## config.mk

```make
export PLATFORM = sky130hd
export DESIGN_NAME = recip_gate_counter
export DESIGN_NICKNAME = d
export VERILOG_FILES = /design/src/rtl/rgc_pkg.sv /design/src/rtl/rgc_edge_sync.sv /design/src/rtl/rgc_gate_timer.sv /design/src/rtl/rgc_sat_counter.sv /design/src/rtl/recip_gate_counter.sv
export SDC_FILE = /design/constraint.sdc
export NUM_CORES = 1
export LEC_CHECK = 0
export BUFFER_PORTS_ARGS = -buffer_cell sky130_fd_sc_hd__clkbuf_2
export CORE_MARGIN = 2
export CORE_UTILIZATION = 57
export DETAILED_ROUTE_END_ITERATION = 12
export PLACE_DENSITY = 0.75
export SYNTH_ARGS = -nofsm -noshare
export SYNTH_HDL_FRONTEND = slang
export SYNTH_SLANG_ARGS = --single-unit
```

## constraint.sdc

```tcl
create_clock -name clk -period 3.15 [get_ports clk]
set_input_delay 0.1575 -clock clk [delete_from_list [all_inputs] [get_ports clk]]
set_output_delay 0.1575 -clock clk [all_outputs]
set_load 0.02 [all_outputs]
```

## src/rtl/rgc_pkg.sv

```systemverilog
package rgc_pkg;
   typedef enum logic [1:0] {
      ACC_TIME    = 2'b00,
      ACC_HIGH    = 2'b01,
      ACC_PERIOD  = 2'b10,
      ACC_PERIOD2 = 2'b11
   } acc_mode_e;
endpackage

```

## src/rtl/rgc_edge_sync.sv

```systemverilog
// Synchronizer chain plus rising-edge detector on the synchronized level.
module rgc_edge_sync #(
   parameter int STAGES = 2
) (
   input  logic clk,
   input  logic rst_n,
   input  logic async_in,
   output logic level,
   output logic rise
);
   if (STAGES < 2) begin : g_bad_stages
      $error("rgc_edge_sync: STAGES must be at least 2");
   end

   logic [STAGES-1:0] chain_q;
   logic              prev_q;

   always_ff @(posedge clk) begin
      if (!rst_n) begin
         chain_q <= '0;
         prev_q  <= 1'b0;
      end else begin
         chain_q <= {chain_q[STAGES-2:0], async_in};
         prev_q  <= chain_q[STAGES-1];
      end
   end

   assign level = chain_q[STAGES-1];
   assign rise  = chain_q[STAGES-1] & ~prev_q;
endmodule

```

## src/rtl/rgc_gate_timer.sv

```systemverilog
// Minimum-gate down counter: loads on each window start, stops at 1.
module rgc_gate_timer #(
   parameter int W = 32
) (
   input  logic         clk,
   input  logic         rst_n,
   input  logic         load,
   input  logic [W-1:0] len,
   output logic         expired
);
   localparam logic [W-1:0] ONE = W'(1);

   logic [W-1:0] left_q;

   always_ff @(posedge clk) begin
      if (!rst_n) begin
         left_q <= '0;
      end else if (load) begin
         left_q <= len;
      end else if (left_q > ONE) begin
         left_q <= left_q - ONE;
      end
   end

   assign expired = (left_q <= ONE);
endmodule

```

## src/rtl/rgc_sat_counter.sv

```systemverilog
// Seedable counter; SATURATE picks a stop-at-all-ones or a wrapping variant.
module rgc_sat_counter #(
   parameter int W        = 32,
   parameter bit SATURATE = 1'b1
) (
   input  logic         clk,
   input  logic         rst_n,
   input  logic         seed,
   input  logic         step,
   output logic [W-1:0] count
);
   localparam logic [W-1:0] TOP = {W{1'b1}};

   logic [W-1:0] next_w;

   if (SATURATE) begin : g_sat
      assign next_w = (count == TOP) ? count : count + W'(1);
   end else begin : g_wrap
      assign next_w = count + W'(1);
   end

   always_ff @(posedge clk) begin
      if (!rst_n) begin
         count <= '0;
      end else if (seed) begin
         count <= {{(W-1){1'b0}}, step};
      end else if (step) begin
         count <= next_w;
      end
   end
endmodule

```

## src/rtl/recip_gate_counter.sv

```systemverilog
module recip_gate_counter
   import rgc_pkg::*;
#(
   parameter int CNT_W       = 32,
   parameter int GATE_W      = 32,
   parameter int SYNC_STAGES = 2,
   parameter bit SATURATE    = 1'b1
) (
   input  logic              clk,
   input  logic              rst_n,
   input  logic              sig_in,
   input  logic [GATE_W-1:0] gate_len,
   input  logic [1:0]        acc_sel,
   input  logic              rd_ack,
   output logic [CNT_W-1:0]  result,
   output logic [CNT_W-1:0]  elapsed,
   output logic              ready
);
   if (CNT_W < 2) begin : g_bad_cnt
      $error("recip_gate_counter: CNT_W must be at least 2");
   end
   if (GATE_W < 1) begin : g_bad_gate
      $error("recip_gate_counter: GATE_W must be at least 1");
   end

   logic lvl_w, rise_w, gate_expired;
   logic run_q, open_w, cap_w, seed_w, inc_w, live_w;
   logic [CNT_W-1:0] acc_w, clk_cnt_w;

   rgc_edge_sync #(.STAGES(SYNC_STAGES)) u_edge (
      .clk     (clk),
      .rst_n   (rst_n),
      .async_in(sig_in),
      .level   (lvl_w),
      .rise    (rise_w)
   );

   assign open_w = ~run_q & rise_w;
   assign cap_w  = run_q & gate_expired & rise_w;
   assign seed_w = open_w | cap_w;
   assign live_w = run_q | open_w;

   always_comb begin
      unique case (acc_mode_e'(acc_sel))
         ACC_TIME: inc_w = 1'b1;
         ACC_HIGH: inc_w = lvl_w;
         default:  inc_w = rise_w;
      endcase
   end

   rgc_gate_timer #(.W(GATE_W)) u_gate (
      .clk    (clk),
      .rst_n  (rst_n),
      .load   (seed_w),
      .len    (gate_len),
      .expired(gate_expired)
   );

   rgc_sat_counter #(.W(CNT_W), .SATURATE(SATURATE)) u_acc (
      .clk  (clk),
      .rst_n(rst_n),
      .seed (seed_w),
      .step (inc_w & live_w),
      .count(acc_w)
   );

   rgc_sat_counter #(.W(CNT_W), .SATURATE(SATURATE)) u_clks (
      .clk  (clk),
      .rst_n(rst_n),
      .seed (seed_w),
      .step (live_w),
      .count(clk_cnt_w)
   );

   always_ff @(posedge clk) begin
      if (!rst_n) begin
         run_q   <= 1'b0;
         result  <= '0;
         elapsed <= '0;
         ready   <= 1'b0;
      end else begin
         if (open_w) begin
            run_q <= 1'b1;
         end
         if (cap_w) begin
            result  <= acc_w;
            elapsed <= clk_cnt_w;
            ready   <= 1'b1;
         end else if (rd_ack) begin
            ready   <= 1'b0;
         end
      end
   end
endmodule

```

Yosys cells after proc, flatten, opt, wreduce, memory -nomap -nowiden:

Cells that the tools add are included.

* flip-flop bits (word level): 165
* input bits: 38
* output and inout port bits: 65

* add/sub/neg operators: 3
* magnitude comparators: 2
* equal/unequal tests: 5
* muxes and demuxes: 11
* bitwise logic cells: 12
* reductions and logical operators: 10

Operators by type and width (count)
* adder 32 x 1 -> 32 bit, second input constant: 2
* equality test 32 bit, second input constant: 2
* 2-to-1 mux 32 bit: 2
* > comparator 32 x 1 -> 1 bit, second input constant: 1
* <= comparator 32 x 1 -> 1 bit, second input constant: 1
* subtractor 32 x 1 -> 32 bit, second input constant: 1
* 2-to-1 mux 1 bit: 8
* AND reduction 2 bit: 4
* nonzero test 2 bit: 4
* AND 1 bit: 5
* NOT 1 bit: 5
* != test 2 bit, second input constant: 2
* equality test 2 x 1 -> 1 bit, second input constant: 1
* logical NOT 2 bit: 1
* bitwise OR 1 bit: 2
* one-hot mux 1 bit (2 select lines): 1
* OR reduction 2 bit: 1

Depth between registers and ports, before layout:

* depth in word-level cells: 7
* depth in mapped cells: 11
* gate-level depth less buffers: 8

Modules after synthesis:

Synthesis repeated with hierarchy kept, for this count alone.

* cells, all modules: 929
* area total of the unflattened synthesis: 8086.5 um^2

Modules (own cells, without submodules)
* rgc_sat_counter: times used 2, cells an instance 199, area each 1701.6 um^2
* recip_gate_counter: times used 1, cells an instance 290, area each 2642.5 um^2
* rgc_gate_timer: times used 1, cells an instance 234, area each 1948.1 um^2
* rgc_edge_sync: times used 1, cells an instance 7, area each 92.6 um^2

Worst setup path before layout:

Ideal clock, no wire load.

* path kind: register to register
* start point: reg u_gate.left_q[11]
* end point: reg result[8]
* setup time: 0.070 ns
* arrival time: 2.705 ns
* data required time: 3.080 ns
* slack: 0.375 ns
* stages on the path, launching flop included: 10
* cells stage by stage: dfxtp_1 or4_4 or4_1 buf_2 or4_1 buf_2 nor3_4 buf_6 nand2_1 a21boi_1

* cells in the longest elaborated chain, start to end: 3

RTL lines
* start: declaration: line rgc_gate_timer.sv:13 `logic [W-1:0] left_q;`
* start signal: assignment: line rgc_gate_timer.sv:19 `left_q <= len;`
* start signal: assignment: line rgc_gate_timer.sv:21 `left_q <= left_q - ONE;`
* <= comparator 32 x 1 -> 1 bit: line rgc_gate_timer.sv:25 `assign expired = (left_q <= ONE);`
* AND 1 bit (2 in a row): line recip_gate_counter.sv:39 `assign cap_w = run_q & gate_expired & rise_w;`
* end signal: assignment: line recip_gate_counter.sv:86 `result <= acc_w;`
* end: declaration: line recip_gate_counter.sv:15 `output logic [CNT_W-1:0] result,`

Every way passes these cells.
A chain may end at the register's enable or synchronous reset.

Final worst setup path:

* start point: reg u_gate.left_q[11]
* end point: reg u_acc.count[2]

* cells in the longest elaborated chain, start to end: 5

RTL lines
* <= comparator 32 x 1 -> 1 bit: line rgc_gate_timer.sv:25
* AND 1 bit (2 in a row): line recip_gate_counter.sv:39
* bitwise OR 1 bit: line recip_gate_counter.sv:40 `assign seed_w = open_w | cap_w;`
* OR reduction 2 bit (no source line)
* end signal: assignment: line rgc_sat_counter.sv:26 `count <= {{(W-1){1'b0}}, step};`
* end signal: assignment: line rgc_sat_counter.sv:28 `count <= next_w;`
* end: declaration: line rgc_sat_counter.sv:10 `output logic [W-1:0] count`

Every way passes these cells.

==> qor.json <==
{
  "r2r-start": "u_gate.left_q[11]$_SDFFE_PN0P_",
  "static-leakage-power_nw": 3.28,
  "post-route-drc-count": 0,
  "grt_pass1_vias": 5978,
  "synthToLayoutAreaGrowth_pct": 20.4,
  "fmax_ghz": 0.339,
  "worst_setup_path_end_kind": "flip-flop",
  "instances_no_fill": 1170,
  "timing.critical_path.from": "u_gate.left_q[11]$_SDFFE_PN0P_",
  "die_width_um": 118,
  "global_route_wire_length_before_repair_um": 27700,
  "synth-edff-count": 0,
  "worstMarginPinSlew_ns": 1.14,
  "final.hold.worst_slack_ns": 0.00605,
  "routed_wl_um": 16700,
  "number_of_buffer_cells_added_on_primary_ports": 102,
  "io_pins": 103,
  "tritoncts": "done",
  "peakVddDrop_mv": 0.432,
  "synth-warning-count": 0,
  "worst_skew_pair.late_latency_ns": 0.43,
  "report.final.hold_viol_count": 0,
  "drt-vias-per-instance": 5.49,
  "cts_buffer_depth": 2,
  "htree_levels": 4,
  "grt_antenna_before_repair": 0,
  "drtAntennaViolNets": 0,
  "async_flop_share": 0,
  "grt_max_degree": 68,
  "hold_path_startpoint": "gate_len[17]",
  "cts.clk_slew.worst_paths_ns": 0.06,
  "power.share.combinational": 0.179,
  "place.detailed.hpwl_um": 11000,
  "fin_setup_tns_ns": 0,
  "cts_sinks": 165,
  "numPlacedInstances": 1123,
  "max_cap_viol_count": 0,
  "coreArea_um2": 12600,
  "synth.net_count": 916,
  "start_util": 0.584,
  "design.die.area_um2": 13900,
  "power.sequential.fraction": 0.427,
  "power.total_mw": 5.53,
  "synth-seq-area-share": 0.448,
  "timing.setup.critical_path_class": "flip-flop to flip-flop",
  "synth_cells": 874,
  "number_of_antenna_repair_diodes": 0,
  "final-setup-viol-count": 0,
  "power.net_switching_mw": 1.52,
  "cts_root_buf": "sky130_fd_sc_hd__clkbuf_16",
  "rsz0062_at_grt": "no",
  "postCtsSetupRepairBufs": 0,
  "hold_class": "input port to flip-flop",
  "layout.nets": 1028,
  "critPathArrivalTime_ns": 3.24,
  "period_share": 0.936,
  "layout.filler_cells": 1080,
  "wire_per_inst_um": 14.3,
  "numCtsBuffers": 17,
  "syn_avg_cell_area_um2": 8.43,
  "floorplan.die.height_um": 118,
  "switching_share": 0.274,
  "timing.clock.skew_ns": 0.00971,
  "internal_power_mw": 4.02,
  "status": "finished, final reports clean",
  "worst-r2r-setup-slack_ns": 0.20,
  "grt_overflow": 0,
  "most-common-layout-cells": "165 x sky130_fd_sc_hd__nand2_1, 165 x sky130_fd_sc_hd__dfxtp_1, 102 x sky130_fd_sc_hd__clkbuf_2, 94 x sky130_fd_sc_hd__nor2_1, 74 x sky130_fd_sc_hd__a21boi_1",
  "synth-seq-cells": 165,
  "worst-path-max-fanout": 37,
  "finalMaxSlewViolations": 0,
  "worst_ep_required_time_ns": 3.44,
  "worstSetupStartpointType": "flip-flop",
  "ys_types": 53,
  "global_route_usage_sum": 0.241,
  "fin_crit_ns": 2.95,
  "globalplace.congestion": 0.822,
  "std_cell_rows": 41,
  "timing.slew.headroom": 0.236,
  "final_layout_size_suffix_gt1_frac": 0.164,
  "via_count": 6418,
  "pwr_density_cell_nw_per_um2": 624,
  "drt_pass1_iterations": 5,
  "initialDrtViolationCount": 429,
  "synthFlopType": "sky130_fd_sc_hd__dfxtp_1",
  "clockPowerShare": 0.393,
  "netlist_area_um2": 7370
}
final cells by class:
type                    count  area, um^2  area share
inverters                  10        37.5     0.00423
multi-input cells         653        3830       0.432
well taps                 172         215      0.0243
clock buffers              19         443      0.0499
flip-flops and latches    165        3300       0.372
clock inverters            12         178      0.0200
repair buffers            139         866      0.0976
sequential cells by signal (all words and copies together), names as in the netlist:
register        cells
elapsed            32
ready               1
result             32
run_q               1
u_acc.count        32
u_clks.count       32
u_edge.chain_q      2
u_edge.prev_q       1
u_gate.left_q      32
cell usage after synthesis (6+ instances only):
| master | instances | area (um^2) |
|---|---|---|
| sky130_fd_sc_hd__nand2_1 | 166 | 623 |
| sky130_fd_sc_hd__dfxtp_1 | 165 | 3300 |
| sky130_fd_sc_hd__nor2_1 | 94 | 353 |
| sky130_fd_sc_hd__a21boi_1 | 74 | 556 |
| sky130_fd_sc_hd__xnor2_1 | 44 | 385 |
| sky130_fd_sc_hd__xor2_1 | 33 | 289 |
| sky130_fd_sc_hd__clkbuf_1 | 32 | 120 |
| sky130_fd_sc_hd__nand4_1 | 28 | 175 |
| sky130_fd_sc_hd__nand3_1 | 25 | 125 |
| sky130_fd_sc_hd__a21oi_1 | 21 | 105 |
| sky130_fd_sc_hd__o21ai_1 | 17 | 85.1 |
| sky130_fd_sc_hd__nor3_1 | 16 | 80.1 |
| sky130_fd_sc_hd__and3_1 | 11 | 68.8 |
| sky130_fd_sc_hd__and4_1 | 11 | 96.3 |
| sky130_fd_sc_hd__nor4_1 | 11 | 68.8 |
| sky130_fd_sc_hd__a211oi_1 | 10 | 75.1 |
| sky130_fd_sc_hd__or4_1 | 10 | 75.1 |
| sky130_fd_sc_hd__inv_1 | 9 | 33.8 |
| sky130_fd_sc_hd__o21ai_0 | 9 | 45.0 |
| sky130_fd_sc_hd__o211ai_1 | 7 | 52.6 |
| sky130_fd_sc_hd__and2_1 | 6 | 37.5 |
| sky130_fd_sc_hd__buf_6 | 6 | 67.6 |
| sky130_fd_sc_hd__or3_1 | 6 | 37.5 |
logic make-up (layout without fill, tap and decap cells):
logic type	Yosys count	in the layout	synth area share
adders and majority gates	4	4	0.00679
and+or+nand+nor	408	408	0.263
muxes	2	2	0.00272
DFF	165	165	0.448
xor gates and xnor gates	77	77	0.0915
buffers and inverters	56	180	0.0353
AOI/OAI and AO/OA	162	162	0.152
power by group through the flow:
stage / clock, mW / sequential, mW / combinational, mW
final: 2.18 / 2.37 / 0.993
after global routing: 2.28 / 2.38 / 1.09
after CTS: 2.20 / 2.36 / 0.968
after detailed placement: 0 / 2.40 / 0.941
after global placement: 0 / 2.40 / 0.933
after floorplan: 0 / 2.37 / 0.725
worst max-delay path: stages (launching register included):
cell                       delay (ns)
sky130_fd_sc_hd__dfxtp_1         0.35
sky130_fd_sc_hd__or4_4           0.57
sky130_fd_sc_hd__or4_1           0.57
sky130_fd_sc_hd__nor4_2          0.34
sky130_fd_sc_hd__buf_4           0.21
sky130_fd_sc_hd__o21ai_2         0.11
sky130_fd_sc_hd__nand2_2         0.32
sky130_fd_sc_hd__buf_12          0.25
sky130_fd_sc_hd__a311oi_1        0.06
worst paths after layout:
path	end	depth (start not counted)
hold / removal	u_gate.left_q[17]$_SDFFE_PN0P_	3
hold reg to reg	u_edge.chain_q[1]$_SDFF_PN0_	1
setup reg to reg	u_acc.count[2]$_SDFFE_PP0P_	8
setup / recovery	u_acc.count[2]$_SDFFE_PP0P_	8
through the flow:
step	setup slack (ns)	cell area, um^2	utilization
floorplan	0.375	7370	-
global placement	0.211	8080	0.640
detailed placement	0.117	8080	0.640
CTS	0.0993	8860	0.702
global route	0.0539	8870	0.703
finish	0.202	8870	0.703
repair_timing:
action,CTS,global route
hold endpoints to repair,16,0
setup endpoints to repair,0,15
hold buffers,16,0
gates resized for setup,0,2
metal layers:
layer,vias to the layer above,wire [um],share of wire,GRT usage
met5,-,0,0,0
met4,0,271,0.016,0.0813
met3,21,751,0.045,0.0538
li1,3264,-,-,-
met2,141,8080,0.48,0.407
met1,2992,7620,0.46,0.305
Power figures use the tool's default switching activity.
